File: src/rtl/pin_irq_pkg.sv
package pin_irq_pkg;
  typedef struct packed {
    logic setFlag;
    logic clrFlag;
  } flagCtl_t;
endpackage

File: src/rtl/pin_irq_datapath.sv
module pin_irq_datapath
  import pin_irq_pkg::*;
#(
  parameter int NUM_PINS    = 8,
  parameter int SYNC_STAGES = 2
) (
  input  logic                clk,
  input  logic                rstN,
  input  logic [NUM_PINS-1:0] pinIn,
  input  logic [NUM_PINS-1:0] pinEnable,
  input  logic [NUM_PINS-1:0] pinPolarity,
  input  flagCtl_t            strobes,
  output logic                anyActive,
  output logic                newEdge,
  output logic                flag
);
  localparam int LAST = SYNC_STAGES - 1;

  logic [SYNC_STAGES-1:0][NUM_PINS-1:0] syncPipe;
  logic [NUM_PINS-1:0] pinNow;
  logic [NUM_PINS-1:0] pinPrev;
  logic [NUM_PINS-1:0] curAdj;
  logic [NUM_PINS-1:0] prevAdj;
  logic prevActive;

  // Synchronizer chain, one column per pin.
  always_ff @(posedge clk or negedge rstN) begin
    if (!rstN) syncPipe <= '0;
    else       syncPipe <= {syncPipe[SYNC_STAGES-2:0], pinIn};
  end

  assign pinNow = syncPipe[LAST];

  // Raw previous sample. It is re-judged with the present configuration,
  // so a configuration change cannot fake an edge.
  always_ff @(posedge clk or negedge rstN) begin
    if (!rstN) pinPrev <= '0;
    else       pinPrev <= pinNow;
  end

  for (genvar i = 0; i < NUM_PINS; i++) begin : g_adjust
    assign curAdj[i]  = pinEnable[i] & (pinNow[i]  ^ pinPolarity[i]);
    assign prevAdj[i] = pinEnable[i] & (pinPrev[i] ^ pinPolarity[i]);
  end

  assign anyActive  = |curAdj;
  assign prevActive = |prevAdj;
  assign newEdge    = anyActive & ~prevActive;

  always_ff @(posedge clk or negedge rstN) begin
    if (!rstN)                flag <= 1'b0;
    else if (strobes.setFlag) flag <= 1'b1;
    else if (strobes.clrFlag) flag <= 1'b0;
  end


  edge_sets_flag_chk: assert property (@(posedge clk) disable iff (!rstN)
    newEdge |=> flag);


  no_set_while_active_chk: assert property (@(posedge clk) disable iff (!rstN)
    (prevActive && !strobes.setFlag && !flag) |=> !flag);
endmodule

File: src/rtl/pin_irq_control.sv
module pin_irq_control
  import pin_irq_pkg::*;
(
  input  logic     clk,
  input  logic     rstN,
  input  logic     ackStrobe,
  input  logic     levelMode,
  input  logic     irqEnable,
  input  logic     anyActive,
  input  logic     newEdge,
  input  logic     flag,
  output flagCtl_t strobes,
  output logic     irqOut
);
  logic forceSet;

  assign forceSet        = newEdge | (levelMode & anyActive);
  assign strobes.setFlag = forceSet;
  assign strobes.clrFlag = ackStrobe & ~forceSet;
  assign irqOut          = flag & irqEnable;


  flag_hold_chk: assert property (@(posedge clk) disable iff (!rstN)
    (flag && !ackStrobe) |=> flag);


  ack_clears_chk: assert property (@(posedge clk) disable iff (!rstN)
    (ackStrobe && !newEdge && !(levelMode && anyActive)) |=> !flag);


  set_wins_chk: assert property (@(posedge clk) disable iff (!rstN)
    (ackStrobe && newEdge) |=> flag);


  level_force_chk: assert property (@(posedge clk) disable iff (!rstN)
    (levelMode && anyActive) |=> flag);


  irq_needs_flag_chk: assert property (@(posedge clk) disable iff (!rstN)
    irqOut |-> (flag && irqEnable));
endmodule

File: src/rtl/pin_irq_ctrl.sv
module pin_irq_ctrl
  import pin_irq_pkg::*;
#(
  parameter int NUM_PINS    = 8,
  parameter int SYNC_STAGES = 2
) (
  input  logic                clk,
  input  logic                rstN,
  input  logic [NUM_PINS-1:0] pinIn,
  input  logic [NUM_PINS-1:0] pinEnable,
  input  logic [NUM_PINS-1:0] pinPolarity,
  input  logic                levelMode,
  input  logic                irqEnable,
  input  logic                ackStrobe,
  output logic                flagOut,
  output logic                irqOut
);
  flagCtl_t strobes;
  logic anyActive;
  logic newEdge;

  pin_irq_datapath #(.NUM_PINS(NUM_PINS), .SYNC_STAGES(SYNC_STAGES)) dp_i (
    .clk(clk), .rstN(rstN), .pinIn(pinIn), .pinEnable(pinEnable),
    .pinPolarity(pinPolarity), .strobes(strobes), .anyActive(anyActive),
    .newEdge(newEdge), .flag(flagOut)
  );

  pin_irq_control ctl_i (
    .clk(clk), .rstN(rstN), .ackStrobe(ackStrobe), .levelMode(levelMode),
    .irqEnable(irqEnable), .anyActive(anyActive), .newEdge(newEdge),
    .flag(flagOut), .strobes(strobes), .irqOut(irqOut)
  );


  reset_quiet_chk: assert property (@(posedge clk)
    !rstN |=> !flagOut);
endmodule

File: config.mk
export PLATFORM = sky130hd
export DESIGN_NAME = pin_irq_ctrl
export DESIGN_NICKNAME = d
export VERILOG_FILES = /design/src/rtl/pin_irq_pkg.sv /design/src/rtl/pin_irq_datapath.sv /design/src/rtl/pin_irq_control.sv /design/src/rtl/pin_irq_ctrl.sv
export SDC_FILE = /design/constraint.sdc
export NUM_CORES = 1
export LEC_CHECK = 0
export BUFFER_PORTS_ARGS = -buffer_cell sky130_fd_sc_hd__buf_2
export CAP_MARGIN = 20
export CORE_AREA = 2 2 58 43
export CTS_BUF_LIST = sky130_fd_sc_hd__clkbuf_16
export DETAILED_ROUTE_END_ITERATION = 16
export DIE_AREA = 0 0 60 45
export PLACE_DENSITY = 0.7
export SETUP_SLACK_MARGIN = 0.02
export SLEW_MARGIN = 10
export SYNTH_ARGS = -nofsm -noshare
export SYNTH_HDL_FRONTEND = slang
export SYNTH_SLANG_ARGS = --single-unit
export TNS_END_PERCENT = 50
File: constraint.sdc
create_clock -name clk -period 1.05 [get_ports clk]
set_input_delay 0.1575 -clock clk [delete_from_list [all_inputs] [get_ports clk]]
set_output_delay 0.1575 -clock clk [all_outputs]
set_load 0.01 [all_outputs]
==> metrics, run 1 <==
Seq/Total Area, Yosys=72.6%; worst min path class=in2reg; top cell type's share of synthesized area=around 73%; worst path required time=1.18 ns; Die Ht=45 um; WL met3=80 um; GP Congestion=0.772; Vias=513; CP max stage cell=dfrtp_1; pin count of the biggest net entering global routing=26; crit path cell chain=xor2_1 > a222oi_1 > and3_1 > a22oi_1; layout cells sized above 1=36.7%; Clock Tree Buf Depth=2; Setup TNS=-0.127 ns; crit share post-route=112%; Reg clk slew, reported paths=0.06 ns; Worst Setup Start Kind=register; synth top area cells=dfrtp_1 73%, xor2_1 16%, a22oi_1 6.1%; Synth area leader=dfrtp_1; Max H-tree Level=1; Final Skew=0.00174 ns; Final WS setup=-0.127 ns; Final Critical Period=between 1 and 1.5 ns; Final setup viols=1; kind of critical path=reg2reg; number of gates resized after CTS=0; CTS tree=done; Sinks on Clock Net=25; final net count=120; cell with the most instances after synthesis=dfrtp_1; DRT iter0 DRCs=18; initial antenna violation count=0; starting density of the core=between 40% and 50%; uppermost layer routed=met4; drc violations=0; Pwr Density=1760 mW/mm2; Post-Synthesis Cell Area=862 um2; synth-to-layout area growth=32.4%; drt total wl=1260 um; total track usage=10.4%; DR pass1 iterations=4; fmax=850 MHz; fin cells=~120; I/O Pins=31; Top FF cell, synth=dfrtp_1; Syn Inst Count=between 50 and 60; dpl cell area=0.00105 mm2; status=complete, but fails checks; Placed Cells=117; clock root buffer=clkbuf_16; Synth Register Bits=25; Mapped Avg Cell Area=15.7 um2; RSZ-0062 raised after global routing=true; fraction of registers with async set/reset=100%; later-pin clock latency in the skew report=around 0.25 ns; synth cell count leaders=25 x dfrtp_1, 16 x xor2_1, 7 x a22oi_1; grt total ovfl=0; worst slew pin tran=approximately 0.54 ns; crit path DAT=1.31 ns; final instance area=0.00114 mm2; post-synth cell types=10; Lkg Pwr=0.558 nW; FP Rows=14; Max Cap Viol=0; slowest stage delay, CP=approximately 0.38 ns; Critical Path Fanout Max=2; first-pass GRT wire length=between 2000 and 2500 um; DR WL/cell=a little over 10 um; die area=0.00270 mm2; Hold Fails Final Rpt=0; DRT antenna net count=0; CP Capture Type=register; Port Buffer Count=30; met2 routed WL=609 um; syn nets=84; Pins Over Slew Limit=0; M1 WL=between 500 and 600 um; n_diodes=0; Die Width=60 um; core area=0.00212 mm2; vias in the first global route=a little over 500; Avg Vias per Cell=about 4.2; Syn. warnings=0; EDFF count, synth=0; CTS Buf Count=3; Peak VDD IR=1.10 mV; slew margin rel.=63.9%; failing checks=setup timing
-- critical path, delay by kind of cell, from the launching register on --
| kind | cells | cell delay, ns |
|---|---|---|
| DFF | 1 | 0.38 |
| AOI/OAI and AO/OA | 2 | 0.34 |
| xor gates and xnor gates | 1 | 0.14 |
| and+or+nand+nor | 1 | 0.19 |
-- per-stage QoR --
stage | hold WS (ns) | util [%] | setup WS [ns] | power (mW)
after floorplan | -0.138 | - | -0.0767 | 1.13
after global placement | 0.165 | 49.6 | -0.123 | 1.24
after detailed placement | 0.166 | 49.6 | -0.129 | 1.24
after CTS | 0.00609 | 53.8 | -0.139 | 2.04
after global routing | 0.00195 | 53.8 | -0.223 | 2.12
final | 0.00952 | 53.8 | -0.127 | 2.01
-- registers in the layout (all words and copies together), names as in the netlist --
signal and cells:
dp_i.pinNow 8, dp_i.pinPrev 8, dp_i.flag 1, dp_i.syncPipe 8
-- kinds of logic after synthesis --
| kind of cell | after synthesis | synth area share (%) |
|---|---|---|
| XOR/XNOR | 16 | 16.3 |
| AO/OA/AOI/OAI | 9 | 7.84 |
| AND/OR/NAND/NOR | 5 | 3.34 |
| flip-flops | 25 | 72.6 |
-- metal layers --
metal	up-vias	GRT usage (%)
li1	257	-
met1	236	14.0
met2	18	15.9
met3	2	3.44
met4	0	4.00
met5	-	0
-- cells in the final DEF, fill, tap and decap left out, drive strengths merged --
master        n
buf          30
dfrtp        25
xor2         16
a22oi         7
clkbuf        3
and2          1
nand4         1
nor2b         1
nor2          1
a21oi         1
a222oi        1
and3          1
inv           1
dlygate4sd3   1
-- final cells by class --
class	count	area (um2)
timing repair buffer	31	160
sequential	25	626
fill	176	978
clock inverter	1	3.75
clock buffer	3	75.1
multi-input combinational	30	236
tap	32	40.0
-- power by group --
group	internal (mW)	switching, mW
sequential	1.02	0.0231
combinational	0.0973	0.0864
clock	0.507	0.283
-- path summary, 6_finish.rpt --
check | endpoint | slack [ns] | from | cells past startpoint
max in group asynchronous | dp_i.pinPrev[1] | 0.26 | rstN | 2
hold / removal | dp_i.syncPipe[1] | 0.01 | pinIn[1] | 1
setup / recovery | dp_i.flag | -0.13 | dp_i.pinNow[7] | 4
hold reg to reg | dp_i.pinNow[5] | 0.35 | dp_i.syncPipe[5] | 0
setup reg to reg | dp_i.flag | -0.13 | dp_i.pinNow[7] | 4
min in group asynchronous | dp_i.syncPipe[5] | 0.42 | rstN | 2
-- repair_timing --
action / in CTS / in global routing
endpoints found under the hold margin: 25 / 0
hold buffers: 1 / 0
buffers inserted: 0 / 0
pin swaps: 1 / 0
endpoints found under the setup margin: 2 / 2
(Power assumes the default switching activity.)
==> run 2: changes to the inputs <==
- CORE_AREA: 2 2 58 43 -> 4 4 60 45
- DIE_AREA: 0 0 60 45 -> 0 0 64 49
- PLACE_DENSITY: 0.7 -> not set
- PLACE_DENSITY_LB_ADDON: not set -> 0.25
- SKIP_CTS_REPAIR_TIMING: not set -> 1
==> metrics, run 2 (synthesized netlist as in run 1, its figures left out) <==
commonest non-fill, non-tap cell in the layout=buf_2 (unchanged); FP Rows=14 (unchanged); starting density of the core=40.7% (unchanged); met2 routed WL=654 um (was 609 um); Die Ht=49 um (was 45 um); die area=0.00314 mm2 (was 0.00270 mm2); pin count of the biggest net entering global routing=26 (unchanged); Port Buffer Count=30 (unchanged); CTS tree=done (unchanged); uppermost layer routed=met4 (unchanged); synth-to-layout area growth=41.1% (was 32.4%); Placed Cells=117 (unchanged); CP max stage cell=dfrtp_1 (unchanged); leading cell types in the layout, fill and taps excluded=30 x buf_2, 25 x dfrtp_1, 16 x xor2_1 (unchanged); WP buf/inv=0 (unchanged); crit-path leading delay family=flip-flops (unchanged); total track usage=9.39% (was 10.4%); fillcell total=189 (was 176); min-delay src=pinIn[0] (was pinIn[1]); later-pin clock latency in the skew report=0.26 ns (was 0.25 ns); drc violations=0 (unchanged); GP Congestion=0.760 (was 0.772); WHS=0.00244 ns (was 0.00952 ns); Vias=553 (was 513); WHS Endpoint=dp_i.syncPipe[0] (was dp_i.syncPipe[1]); Lkg Pwr=0.586 nW (was 0.558 nW); final net count=127 (was 120); Die Width=64 um (was 60 um); drt total wl=1420 um (was 1260 um); n_diodes=0 (unchanged); clock root buffer=clkbuf_16 (unchanged); Avg Vias per Cell=4.29 (was 4.20); failing checks=setup timing (unchanged); worst r2r dst=dp_i.flag (unchanged); first-pass GRT wire length=2210 um (was 2040 um); Pwr Density=1730 mW/mm2 (was 1760 mW/mm2); Final WS setup=-0.155 ns (was -0.127 ns); dpl hpwl=1090 um; Max Cap Viol=0 (unchanged); vias in the first global route=511 (was 508); Final setup viols=1 (unchanged); worst hold path cell count=1 (unchanged); final instance area=0.00122 mm2 (was 0.00114 mm2); PnR Total Power=2.10 mW (was 2.01 mW); crit share post-route=115% (was 112%); WL met3=137 um (was 80 um); worst min path class=in2reg (unchanged); Reg clk slew, reported paths=0.06 ns (about the same); slowest stage delay, CP=0.38 ns (about the same); Critical Path Fanout Max=2 (unchanged); slew margin rel.=65.1% (was 63.9%); I/O Pins=31 (unchanged); grt total ovfl=0 (unchanged); reg-to-reg slack, setup=-0.15 ns (was -0.13 ns); kind of critical path=reg2reg (unchanged); DR WL/cell=11.0 um (was 10.3 um); worst slew pin tran=0.524 ns (was 0.542 ns); DRT iter0 DRCs=12 (was 18); Reg2Reg Launch Point=dp_i.pinNow[7] (unchanged); worst path required time=1.19 ns (was 1.18 ns); initial antenna violation count=0 (unchanged); Sinks on Clock Net=25 (unchanged); DR pass1 iterations=4 (unchanged); crit path DAT=1.35 ns (was 1.31 ns); status=complete, but fails checks (unchanged); Final Critical Period=1.20 ns (was 1.18 ns); Max H-tree Level=1 (unchanged); crit path cell chain=xor2_1 > a222oi_1 > and3_1 > a22oi_1 (unchanged); CTS Buf Count=3 (unchanged); Worst Setup Start Kind=register (unchanged); Clock Tree Buf Depth=2 (unchanged); dpl cell area=0.00105 mm2 (unchanged); Crit. path cell count=4 (unchanged); DRT antenna net count=0 (unchanged); fin cells=129 (was 122); Final Skew=0.00241 ns (was 0.00174 ns); fmax=830 MHz (was 850 MHz); layout cells sized above 1=35.1% (was 36.7%); M1 WL=622 um (was 555 um); post-placement setup slack=-0.152 ns (was -0.129 ns); R2R cell count=4 (unchanged); core area=0.00212 mm2 (unchanged); Hold Fails Final Rpt=0 (unchanged); Peak VDD IR=1.15 mV (was 1.10 mV); RSZ-0062 raised after global routing=true (unchanged); Pins Over Slew Limit=0 (unchanged); CP Capture Type=register (unchanged)
==> run 2: cell types whose count changed in the layout (fill, tap and decap cells not counted) <==
cell and delta:
dlygate4sd3_1 +7, inv_1 -1, inv_6 +1
==> run 2: stage by stage <==
step,setup TNS (ns),utilization [%]
4_1_cts,-0.191,53.6
6_report,-0.155,57.4
3_3_place_gp,-0.122,49.6
5_1_grt,-0.321,57.4
2_1_floorplan,-0.0767,-
3_5_place_dp,-0.152,49.6
==> run 2: final cells by class <==
| type | instances | area, um2 | share of cell area [%] |
|---|---|---|---|
| flip-flops and latches | 25 | 626 | 51.4 |
| multi-input cells | 30 | 236 | 19.4 |
| clock buffers | 3 | 75.1 | 6.17 |
| repair buffers | 38 | 230 | 18.9 |
| clock inverters | 1 | 8.76 | 0.720 |
| well taps | 32 | 40.0 | 3.29 |
==> run 2: worst reg2reg max path, stage by stage, from the launching register on <==
cell	delay [ns]
dfrtp_1	0.38
xor2_1	0.14
a222oi_1	0.30
and3_1	0.20
a22oi_1	0.06
==> run 2: per-layer routing <==
layer	GRT usage, %	vias up
li1	-	275
met1	11.5	254
met2	13.4	22
met3	5.99	2
met4	3.23	0
met5	0	-
==> run 2: worst max path at each step <==
| stage | from | end |
|---|---|---|
| floorplan | dp_i.pinNow[7] | dp_i.flag |
| global placement | dp_i.pinNow[7] | dp_i.flag |
| detailed placement | dp_i.pinNow[7] | dp_i.flag |
| CTS | dp_i.pinNow[7] | dp_i.flag |
| global route | dp_i.pinNow[7] | dp_i.flag |
| finish | dp_i.pinNow[7] | dp_i.flag |
==> run 2: power breakdown <==
group / total [mW] / switching [mW] / leakage [nW] / internal (mW)
Clock: 0.860 / 0.334 / 0.0415 / 0.525
Sequential: 1.04 / 0.0230 / 0.291 / 1.02
Combinational: 0.204 / 0.0899 / 0.254 / 0.114
==> run 3: changes to the inputs <==
- REMOVE_ABC_BUFFERS: not set -> 1
- SKIP_CTS_REPAIR_TIMING: 1 -> not set
==> metrics, run 3 (synthesized netlist as in run 1, its figures left out) <==
status=complete, but fails checks (unchanged); failing checks=setup timing (unchanged); layout cells sized above 1=36.1% (was 35.1%); later-pin clock latency in the skew report=0.25 ns (was 0.26 ns); drc violations=0 (unchanged); Reg2Reg Launch Point=dp_i.pinNow[7] (unchanged); Clock Tree Buf Depth=2 (unchanged); switching pwr=0.436 mW (was 0.447 mW); slowest stage delay, CP=0.38 ns (about the same); Peak VDD IR=1.35 mV (was 1.15 mV); Final Critical Period=1.21 ns (was 1.20 ns); CTS tree=done (unchanged); Sinks on Clock Net=25 (unchanged); Reg clk slew, reported paths=0.06 ns (about the same); Avg Vias per Cell=4.28 (was 4.29); final net count=127 (unchanged); drt total wl=1350 um (was 1420 um); die area=0.00314 mm2 (unchanged); min-delay src=pinIn[0] (unchanged); Lkg Pwr=0.587 nW (was 0.586 nW); Setup TNS=-0.167 ns (was -0.155 ns); Vias=552 (was 553); worst hold path cell count=1 (unchanged); R2R cell count=4 (unchanged); CP max stage cell=dfrtp_1 (unchanged); Pins Over Slew Limit=0 (unchanged); leading cell types in the layout, fill and taps excluded=30 x buf_2, 25 x dfrtp_1, 16 x xor2_1 (unchanged); Setup Fix Bufs, Post-CTS=0; Hold Fails Final Rpt=0 (unchanged); Max Cap Viol=0 (unchanged); worst r2r dst=dp_i.flag (unchanged); vias in the first global route=567 (was 511); Worst Setup Start Kind=register (unchanged); DRT antenna net count=0 (unchanged); Gate power share=9.7% (about the same); DRT iter0 DRCs=7 (was 12); Clk pwr share=40.6% (was 40.9%); crit path DAT=1.35 ns (about the same); Int Pwr=1.65 mW (was 1.66 mW); kind of critical path=reg2reg (unchanged); share of total power in sequential cells=49.7% (was 49.4%); crit share post-route=116% (was 115%); pin count of the biggest net entering global routing=26 (unchanged); RSZ-0062 raised after global routing=true (unchanged); worst slew pin tran=0.529 ns (was 0.524 ns); Final Skew=0.00289 ns (was 0.00241 ns); Die Width=64 um (unchanged); worst min path class=in2reg (unchanged); Critical Path Fanout Max=2 (unchanged); crit path cell chain=xor2_1 > a222oi_1 > and3_1 > a22oi_1 (unchanged); initial antenna violation count=0 (unchanged); FP Rows=14 (unchanged); Final setup viols=2 (was 1); starting density of the core=40.7% (unchanged); total track usage=9.55% (was 9.39%); I/O Pins=31 (unchanged); commonest non-fill, non-tap cell in the layout=buf_2 (unchanged); GP Congestion=0.744 (was 0.760); Switching Fraction=20.9% (was 21.3%); fmax=824 MHz (was 830 MHz); grt total ovfl=0 (unchanged); core area=0.00212 mm2 (unchanged); Port Buffer Count=30 (unchanged); clock root buffer=clkbuf_16 (unchanged); slew margin rel.=64.7% (was 65.1%); first-pass GRT wire length=2320 um (was 2210 um); n_diodes=0 (unchanged); Pwr Density=1720 mW/mm2 (was 1730 mW/mm2); CP Capture Type=register (unchanged); dpl hpwl=1050 um (was 1090 um); fillcell total=182 (was 189); worst path required time=1.19 ns (about the same); DR pass1 iterations=4 (unchanged); synth-to-layout area growth=40.8% (was 41.1%); reg-to-reg slack, setup=-0.16 ns (was -0.15 ns); CTS Buf Count=3 (unchanged); Final WS setup=-0.164 ns (was -0.155 ns); post-placement setup slack=-0.152 ns (about the same); Die Ht=49 um (unchanged); DR WL/cell=10.4 um (was 11.0 um); WHS Endpoint=dp_i.syncPipe[0] (unchanged); Max H-tree Level=1 (unchanged)
==> run 3: cell count changes in the layout (fill, tap and decap cells not counted), sizes merged <==
| cell | delta |
|---|---|
| buf | +1 |
| dlygate4sd3 | -1 |
==> run 3: cell type report <==
type,count,area [um2],share of cell area [%]
sequential,25,626,51.5
multi-input combinational,30,236,19.5
timing repair buffer,38,228,18.8
clock buffer,3,75.1,6.19
tap,32,40.0,3.30
clock inverter,1,8.76,0.722
==> run 3: power by group through the flow <==
stage | Clock, mW | Combinational, mW | Sequential [mW]
after floorplan | 0 | 0.0787 | 1.06
after detailed placement | 0 | 0.186 | 1.06
after global routing | 0.918 | 0.227 | 1.04
after CTS | 0.873 | 0.201 | 1.04
after global placement | 0 | 0.185 | 1.06
final | 0.849 | 0.203 | 1.04
==> run 3: what timing repair did <==
item	CTS	global route
gates cloned	0	0
pin swaps	3	2
hold endpoints to repair	29	2
endpoints found under the setup margin	2	2
gates resized for setup	0	0
hold buffers	5	2
==> run 3: critical path, delay by kind of cell (launching register included) <==
family,cells,cell delay [ns]
XOR/XNOR,1,0.14
AND/OR/NAND/NOR,1,0.20
AO/OA/AOI/OAI,2,0.37
flip-flops,1,0.38
==> run 3: how the worst max path moves through the flow <==
stage | startpoint | end | cells past startpoint
floorplan | dp_i.pinNow[7] | dp_i.flag | 4
global placement | dp_i.pinNow[7] | dp_i.flag | 4
detailed placement | dp_i.pinNow[7] | dp_i.flag | 4
CTS | dp_i.pinNow[7] | dp_i.flag | 4
global route | dp_i.pinNow[7] | dp_i.flag | 4
finish | dp_i.pinNow[7] | dp_i.flag | 4
==> run 3: layer usage <==
metal	routed length [um]	part of all wire, %	vias up	GRT usage [%]
li1	-	-	281	-
met2	627	47	18	15.4
met1	578	43	253	11.2
met5	0	0	-	0
met3	140	10	0	5.76
met4	0	0	0	1.08
==> run 3: metrics by stage <==
step	area [um2]	std cells	utilization [%]	hold slack, ns	power [mW]
2_1_floorplan	862	55	-	-0.138	1.13
3_3_place_gp	1060	118	50.0	0.168	1.24
3_5_place_dp	1060	118	50.0	0.170	1.24
4_1_cts	1190	127	56.3	0.000384	2.11
5_1_grt	1210	129	57.3	0.00373	2.19
6_report	1210	129	57.3	0.00692	2.09
